--- src/rtl/chardisp_pkg.sv ---
package chardisp_pkg;

  localparam int ADDR_W = 7;
  localparam logic [7:0] BLANK_CODE = 8'h20;

  typedef enum logic [3:0] {
    OP_NONE, OP_CLEAR, OP_HOME, OP_ENTRY, OP_DCTL,
    OP_SHIFT, OP_FUNC, OP_SETCG, OP_SETDD
  } op_e;

  // Leading-one decode of an instruction byte.
  function automatic op_e decode_op(input logic [7:0] b);
    op_e r;
    r = OP_NONE;
    if (b[7])      r = OP_SETDD;
    else if (b[6]) r = OP_SETCG;
    else if (b[5]) r = OP_FUNC;
    else if (b[4]) r = OP_SHIFT;
    else if (b[3]) r = OP_DCTL;
    else if (b[2]) r = OP_ENTRY;
    else if (b[1]) r = OP_HOME;
    else if (b[0]) r = OP_CLEAR;
    return r;
  endfunction

endpackage

--- src/rtl/chardisp_ac_step.sv ---
module chardisp_ac_step #(
  parameter int LINE_LEN = 40
) (
  input  logic [6:0] ac_i,
  input  logic       up_i,
  input  logic       cg_i,
  output logic [6:0] ac_o
);
  localparam logic [6:0] L1_LAST = 7'(LINE_LEN - 1);
  localparam logic [6:0] L2_BASE = 7'h40;
  localparam logic [6:0] L2_LAST = 7'(64 + LINE_LEN - 1);

  always_comb begin
    if (cg_i) begin
      ac_o = {1'b0, (up_i ? ac_i[5:0] + 6'd1 : ac_i[5:0] - 6'd1)};
    end else if (up_i) begin
      if (ac_i == L1_LAST)      ac_o = L2_BASE;
      else if (ac_i == L2_LAST) ac_o = 7'h00;
      else                      ac_o = ac_i + 7'd1;
    end else begin
      if (ac_i == 7'h00)        ac_o = L2_LAST;
      else if (ac_i == L2_BASE) ac_o = L1_LAST;
      else                      ac_o = ac_i - 7'd1;
    end
  end
endmodule

--- src/rtl/chardisp_busy.sv ---
module chardisp_busy #(
  parameter int LONG_CYC  = 205000,
  parameter int SHORT_CYC = 5000
) (
  input  logic clk,
  input  logic rst,
  input  logic start_i,
  input  logic long_i,
  output logic busy_o
);
  localparam int CW = $clog2(LONG_CYC + 1);

  logic [CW-1:0] cnt_q;
  logic          busy_q;

  always_ff @(posedge clk) begin
    if (rst) begin
      cnt_q  <= '0;
      busy_q <= 1'b0;
    end else if (start_i) begin
      busy_q <= 1'b1;
      cnt_q  <= long_i ? CW'(LONG_CYC - 1) : CW'(SHORT_CYC - 1);
    end else if (cnt_q != '0) begin
      cnt_q <= cnt_q - 1'b1;
    end else begin
      busy_q <= 1'b0;
    end
  end

  assign busy_o = busy_q;

  // an accepted operation raises the flag on the next cycle
  p_busy_set_r10: assert property (@(posedge clk) disable iff (rst)
    start_i |=> busy_q);
  // flag drops once the count is spent
  p_busy_drop_r10: assert property (@(posedge clk) disable iff (rst)
    (busy_q && cnt_q == '0 && !start_i) |=> !busy_q);
endmodule

--- src/rtl/chardisp_ram.sv ---
module chardisp_ram #(
  parameter int DEPTH = 80,
  parameter int DW    = 8,
  localparam int AW   = $clog2(DEPTH)
) (
  input  logic          clk,
  input  logic          we_i,
  input  logic [AW-1:0] addr_i,
  input  logic [DW-1:0] wdata_i,
  output logic [DW-1:0] rdata_o
);
  logic [DW-1:0] mem [DEPTH];

  always_ff @(posedge clk) begin
    if (we_i) mem[addr_i] <= wdata_i;
    rdata_o <= mem[addr_i];
  end
endmodule

--- src/rtl/chardisp_core.sv ---
module chardisp_core
  import chardisp_pkg::*;
#(
  parameter int LINE_LEN  = 40,
  parameter int LONG_CYC  = 205000,
  parameter int SHORT_CYC = 5000,
  localparam int SH_W     = $clog2(LINE_LEN)
) (
  input  logic            clk,
  input  logic            rst,
  input  logic            req_i,
  input  logic            rs_i,
  input  logic            rw_i,
  input  logic [7:0]      wdata_i,
  output logic [7:0]      rdata_o,
  output logic            rd_valid_o,
  output logic            busy_o,
  output logic [6:0]      ac_o,
  output logic [SH_W-1:0] shift_o,
  output logic            disp_on_o,
  output logic            cursor_on_o,
  output logic            blink_on_o
);
  localparam int DD_DEPTH = 2 * LINE_LEN;
  localparam int DD_AW    = $clog2(DD_DEPTH);
  localparam int CG_DEPTH = 64;
  localparam logic [SH_W-1:0] SH_LAST = SH_W'(LINE_LEN - 1);

  typedef enum logic [1:0] {RK_STAT, RK_DD, RK_CG} rkind_e;

  // architectural state
  logic [6:0]      ac_q;
  logic            sel_cg_q, id_q, s_q;
  logic [SH_W-1:0] shift_q;
  logic            clr_run_q;
  logic [DD_AW-1:0] clr_idx_q;
  logic            rd_pend_q, dd_ok_q;
  rkind_e          rkind_q;
  logic [7:0]      stat_q;

  // access qualification
  op_e  op;
  logic acc_status, acc_instr, acc_data, acc_wr;
  assign op         = decode_op(wdata_i);
  assign acc_status = req_i & ~rs_i & rw_i;
  assign acc_instr  = req_i & ~rs_i & ~rw_i & ~busy_o;
  assign acc_data   = req_i & rs_i & ~busy_o;
  assign acc_wr     = acc_data & ~rw_i;

  // text memory index from the two-line address
  logic [5:0]       dd_col;
  logic             dd_ok;
  logic [DD_AW-1:0] dd_idx;
  assign dd_col = ac_q[5:0];
  assign dd_ok  = ({1'b0, dd_col} < 7'(LINE_LEN));
  assign dd_idx = DD_AW'({1'b0, dd_col} + (ac_q[6] ? 7'(LINE_LEN) : 7'd0));

  // address step
  logic [6:0] ac_nxt;
  chardisp_ac_step #(.LINE_LEN(LINE_LEN)) u_step (
    .ac_i (ac_q),
    .up_i (rs_i ? id_q : wdata_i[2]),
    .cg_i (sel_cg_q),
    .ac_o (ac_nxt)
  );

  // shift offset neighbours
  logic [SH_W-1:0] sh_left, sh_right;
  assign sh_left  = (shift_q == SH_LAST) ? '0 : shift_q + 1'b1;
  assign sh_right = (shift_q == '0) ? SH_LAST : shift_q - 1'b1;

  always_ff @(posedge clk) begin
    if (rst) begin
      ac_q      <= '0;
      sel_cg_q  <= 1'b0;
      id_q      <= 1'b1;
      s_q       <= 1'b0;
      shift_q   <= '0;
      disp_on_o <= 1'b0;
      cursor_on_o <= 1'b0;
      blink_on_o  <= 1'b0;
      clr_run_q <= 1'b0;
      clr_idx_q <= '0;
    end else begin
      if (clr_run_q) begin
        clr_idx_q <= clr_idx_q + 1'b1;
        if (clr_idx_q == DD_AW'(DD_DEPTH - 1)) clr_run_q <= 1'b0;
      end
      if (acc_instr) begin
        unique case (op)
          OP_CLEAR: begin
            ac_q <= '0; sel_cg_q <= 1'b0; shift_q <= '0; id_q <= 1'b1;
            clr_run_q <= 1'b1; clr_idx_q <= '0;
          end
          OP_HOME:  begin ac_q <= '0; sel_cg_q <= 1'b0; shift_q <= '0; end
          OP_ENTRY: begin id_q <= wdata_i[1]; s_q <= wdata_i[0]; end
          OP_DCTL:  begin
            disp_on_o <= wdata_i[2]; cursor_on_o <= wdata_i[1]; blink_on_o <= wdata_i[0];
          end
          OP_SHIFT: begin
            if (wdata_i[3]) shift_q <= wdata_i[2] ? sh_right : sh_left;
            else            ac_q    <= ac_nxt;
          end
          OP_SETCG: begin ac_q <= {1'b0, wdata_i[5:0]}; sel_cg_q <= 1'b1; end
          OP_SETDD: begin ac_q <= wdata_i[6:0]; sel_cg_q <= 1'b0; end
          default: ;
        endcase
      end
      if (acc_data) begin
        ac_q <= ac_nxt;
        if (!rw_i && !sel_cg_q && s_q) shift_q <= id_q ? sh_left : sh_right;
      end
    end
  end

  // memories
  logic [7:0] dd_rd, cg_rd;
  chardisp_ram #(.DEPTH(DD_DEPTH), .DW(8)) u_dd (
    .clk     (clk),
    .we_i    (clr_run_q | (acc_wr & ~sel_cg_q & dd_ok)),
    .addr_i  (clr_run_q ? clr_idx_q : dd_idx),
    .wdata_i (clr_run_q ? BLANK_CODE : wdata_i),
    .rdata_o (dd_rd)
  );
  chardisp_ram #(.DEPTH(CG_DEPTH), .DW(8)) u_cg (
    .clk     (clk),
    .we_i    (acc_wr & sel_cg_q),
    .addr_i  (ac_q[5:0]),
    .wdata_i (wdata_i),
    .rdata_o (cg_rd)
  );

  // read return pipeline
  always_ff @(posedge clk) begin
    if (rst) begin
      rd_pend_q  <= 1'b0;
      rkind_q    <= RK_STAT;
      stat_q     <= '0;
      dd_ok_q    <= 1'b0;
      rdata_o    <= '0;
      rd_valid_o <= 1'b0;
    end else begin
      rd_pend_q  <= acc_status | (acc_data & rw_i);
      rkind_q    <= acc_status ? RK_STAT : (sel_cg_q ? RK_CG : RK_DD);
      stat_q     <= {busy_o, ac_q};
      dd_ok_q    <= dd_ok;
      rd_valid_o <= rd_pend_q;
      if (rd_pend_q) begin
        unique case (rkind_q)
          RK_STAT: rdata_o <= stat_q;
          RK_CG:   rdata_o <= cg_rd;
          default: rdata_o <= dd_ok_q ? dd_rd : BLANK_CODE;
        endcase
      end
    end
  end

  chardisp_busy #(.LONG_CYC(LONG_CYC), .SHORT_CYC(SHORT_CYC)) u_busy (
    .clk     (clk),
    .rst     (rst),
    .start_i (acc_instr | acc_data),
    .long_i  (~rs_i & (op == OP_CLEAR || op == OP_HOME)),
    .busy_o  (busy_o)
  );

  assign ac_o    = ac_q;
  assign shift_o = shift_q;

  // nothing moves the counter or the offset while busy
  p_ac_frozen_r10: assert property (@(posedge clk) disable iff (rst)
    busy_o |=> $stable(ac_q));
  p_shift_frozen_r10: assert property (@(posedge clk) disable iff (rst)
    busy_o |=> $stable(shift_q));
  // line one end continues on line two
  p_line_wrap_r8: assert property (@(posedge clk) disable iff (rst)
    (acc_data && !sel_cg_q && id_q && ac_q == 7'(LINE_LEN - 1)) |=> ac_q == 7'h40);
  // clear leaves origin, no shift, increment mode
  p_clear_state_r3: assert property (@(posedge clk) disable iff (rst)
    (acc_instr && wdata_i == 8'h01) |=> (ac_q == 7'h00 && shift_q == '0 && id_q));
  // pattern memory traffic never moves the display
  p_cg_no_shift_r6: assert property (@(posedge clk) disable iff (rst)
    (acc_data && sel_cg_q) |=> $stable(shift_q));
  // status result carries the pre-access counter
  p_status_r9: assert property (@(posedge clk) disable iff (rst)
    acc_status |=> ##1 (rd_valid_o && rdata_o[6:0] == $past(ac_q, 2)));
endmodule

--- config.mk ---
export PLATFORM = sky130hd
export DESIGN_NAME = chardisp_core
export DESIGN_NICKNAME = d
export VERILOG_FILES = /design/src/rtl/chardisp_pkg.sv /design/src/rtl/chardisp_ac_step.sv /design/src/rtl/chardisp_busy.sv /design/src/rtl/chardisp_ram.sv /design/src/rtl/chardisp_core.sv
export SDC_FILE = /design/constraint.sdc
export NUM_CORES = 1
export LEC_CHECK = 0
export BUFFER_PORTS_ARGS = -buffer_cell sky130_fd_sc_hd__buf_4
export CORE_MARGIN = 4
export CORE_UTILIZATION = 40
export CTS_CLUSTER_DIAMETER = 120
export DETAILED_ROUTE_END_ITERATION = 6
export PLACE_DENSITY_LB_ADDON = 0.15
export SETUP_SLACK_MARGIN = 0.5
export SYNTH_ARGS = -nofsm -noshare
export SYNTH_HDL_FRONTEND = slang
export SYNTH_SLANG_ARGS = --single-unit
--- constraint.sdc ---
create_clock -name clk -period 9.34 [get_ports clk]
set_input_delay 0 -clock clk [delete_from_list [all_inputs] [get_ports clk]]
set_output_delay 0 -clock clk [all_outputs]
set_load 0.01 [all_outputs]
==> results.md <==
* Max Clk Rate at 209 MHz
* Mapped Avg Cell Area at 15.6 um2
* CP Capture Type: register
* Vias in the first global route at roughly 29,000
* Clock power frac at 0.407
* Commonest non-fill, non-tap cell in the layout: edfxtp_1
* Main synth FF type: edfxtp_1
* Yosys cell types at 82
* Largest net degree at the start of global routing at between 80 and 90
* H-tree depth at 4
* Post-route DRC at 0
* Initial Utilization at 0.405
* GRT Total Usage at 0.232
* Dpl hpwl at 89,500 um
* RSZ-0062 raised after global routing: no
* Static Leak at 16.8 nW
* GPL Wtd Cong at 0.852
* Slew Viols, Final at 0
* Combinational power share at 0.087
* Grt total ovfl at 0
* Setup TNS at 0 ns
* Cell count after synthesis at 3,081
* Seq cells post-synth at 1,235
* Worst-path clk slew at 0.06 ns
* Share of cells above drive strength 1 at 0.116
* Post-placement cell area at 50,100 um2
* Clock Latency Late Sink at 0.76 ns
* Switching part of the total power at 0.247
* Commonest cells after routing, fill and taps aside: 1,152 x edfxtp_1, 250 x nor2_1, 210 x a22oi_1
* Pwr dens at between 200 and 250 nW/um2
* Least-Margin Pin Slew at 1.43 ns
* Design Area, Final at 54,300 um2
* Worst EP required at roughly 10 ns
* Syn_nets at 3,109
* Asr flop ratio synth at 0
* Status: finished, final reports clean
* Initial antenna violation count at 2
* Final Critical Period at 4.77 ns
* Port buffer count at 38
* Total of max-cap violations at 0
* Fin. Hold Viols at 0
* First-pass GRT wire length at 213,000 um
* Final period utilization at 0.511
* Routed vias/inst at 6.13
* Sequential fraction of the synthesis area at 0.755
* Switch Pwr at 3.02 mW
* Synth warnings at 0
* Storage element area at 36,300 um2
* Cts bufs inserted at roughly 130
* Clk buf depth at 3
* CP startpoint kind: register
* Max_slew headroom at 0.0424
* Ports at 39
* Total vias in the final route at 29,700
* Die height at 354 um
* Area of the multi-input gates at about 11,000 um2
* Internal at 9.21 mW
* Rows at around 130
* Sequential share of power at 0.506
* Nets at 3,164
* Post-synth EDFFs at 1,152
* Routed len/inst at 30.8 um
* Core Region at approximately 120,000 um2
* Setup violations, final at 0
* DIE AREA at 126,000 um2
* Worst path arrival time at 5.46 ns
* Clock sink count at 1,235
* Area grow syn2layout at 13.1%
* Fin Clk Skew at between 0.03 and 0.04 ns
* Setup Crit Path Kind: reg2reg
* Fillers at 10,400
* Worst-path fanout max at 48
* Final WL at between 100,000 and 150,000 um
* Die X at between 300 and 400 um
* Max rail drop VDD at 172 uV
* CTS tree: yes
* DRT iter0 DRCs at 4,057
* Clock tree root driver cell: clkbuf_16
* Mapped Area at 48,000 um2
* Drt pass-1 iters at 6
* Final Util at 0.458
* Detail Route Antenna Nets at 0
* Hold Crit Class: in2reg
==> registers in the layout, indices dropped and copies added, names as in the netlist, 2 cells and up <==
| signal | cells |
|---|---|
| u_dd.mem | 640 |
| u_cg.mem | 512 |
| u_busy.cnt_q | 18 |
| rdata_o | 8 |
| stat_q | 8 |
| u_cg.rdata_o | 8 |
| u_dd.rdata_o | 8 |
| ac_o | 7 |
| clr_idx_q | 7 |
| shift_o | 6 |
| rkind_q | 2 |
==> logic make-up after synthesis <==
group / count (synthesis) / share of synthesized area
multiplexers: 125 / 0.0320
XOR/XNOR: 33 / 0.00602
buffers and inverters: 210 / 0.0195
flip-flops: 1235 / 0.755
AO/OA/AOI/OAI: 763 / 0.113
adder cells (fa/ha/maj): 15 / 0.00407
AND/OR/NAND/NOR: 700 / 0.0701
==> worst max-delay path, stage by stage (launching register included) <==
cell      delay (ns)
dfxtp_4         0.72
buf_4           0.60
and4bb_1        0.37
or2_2           0.52
buf_4           0.65
a222oi_1        0.18
nand3_1         0.18
a21oi_1         0.08
nor4_1          1.03
a311o_1         0.21
==> power groups by stage <==
stage / Combinational, mW / Sequential (mW) / Clock (mW)
6_report: 1.07 / 6.18 / 4.97
5_1_grt: 1.13 / 6.18 / 5.28
4_1_cts: 1.05 / 6.18 / 5.04
3_5_place_dp: 1.04 / 6.29 / 0
3_3_place_gp: 1.03 / 6.29 / 0
2_1_floorplan: 0.611 / 6.24 / 0
==> what timing repair did <==
item | in CTS | in global routing
hold endpoints to repair | 338 | 0
gates resized for setup | 0 | 0
buffers inserted | 0 | 0
hold buffers | 16 | 0
==> cell usage after synthesis (16+ instances only) <==
cell type,number,share of area
a22oi_1,210,0.033
and4_1,17,0.0031
nor2b_1,20,0.0026
xnor2_1,20,0.0036
o21ai_0,113,0.012
nor3_1,21,0.0022
dfxtp_1,83,0.035
nand2b_1,16,0.0021
clkbuf_1,84,0.0066
a211oi_1,16,0.0025
a222oi_1,51,0.011
a31oi_1,29,0.0038
mux2_2,39,0.0091
a221oi_1,74,0.013
edfxtp_1,1152,0.72
o211ai_1,22,0.0034
buf_2,80,0.0083
mux4_2,19,0.0089
nand2_1,180,0.014
nand4_1,44,0.0057
nand3_1,56,0.0058
a22o_1,34,0.0062
mux2i_1,67,0.014
buf_1,18,0.0014
nor2_1,255,0.020
a21oi_1,126,0.013
==> metal layers <==
metal,vias up,part of all wire,track usage
met5,-,0.000087,0
li1,12500,-,-
met4,2,0.027,0.0667
met1,15300,0.43,0.339
met2,1717,0.45,0.347
met3,226,0.10,0.0563
==> metrics by stage <==
stage | instances | total power [mW] | hold slack [ns] | worst slack (ns)
3_5_place_dp | 4587 | 7.34 | 0.244 | 4.61
2_1_floorplan | 3081 | 6.85 | 0.0975 | 5.63
5_1_grt | 4840 | 12.6 | 0.244 | 4.29
6_report | 4841 | 12.2 | 0.260 | 4.57
4_1_cts | 4840 | 12.3 | 0.228 | 4.60
3_3_place_gp | 4587 | 7.33 | 0.240 | 4.71
==> final cells by class <==
class | instances | area share
diodes | 1 | 0.0000461
multi-input cells | 1636 | 0.202
flip-flops and latches | 1235 | 0.668
inverters | 17 | 0.00117
well taps | 1600 | 0.0369
repair buffers | 115 | 0.0169
clock inverters | 72 | 0.0115
clock buffers | 165 | 0.0635
==> path summary, 6_finish.rpt <==
check	startpoint	to	slack (ns)	cells past startpoint
worst min register to register	s_q$_SDFFE_PP0P_	s_q$_SDFFE_PP0P_	0.50	2
worst min-delay path	wdata_i[6]	u_cg.mem[38][6]$_DFFE_PP_	0.26	2
worst max register to register	ac_o[1]$_SDFFE_PP0P_	u_dd.rdata_o[1]$_DFF_P_	4.57	9
worst max-delay path	ac_o[1]$_SDFFE_PP0P_	u_dd.rdata_o[1]$_DFF_P_	4.57	9
No activity file was read; power rests on OpenSTA's default activity.
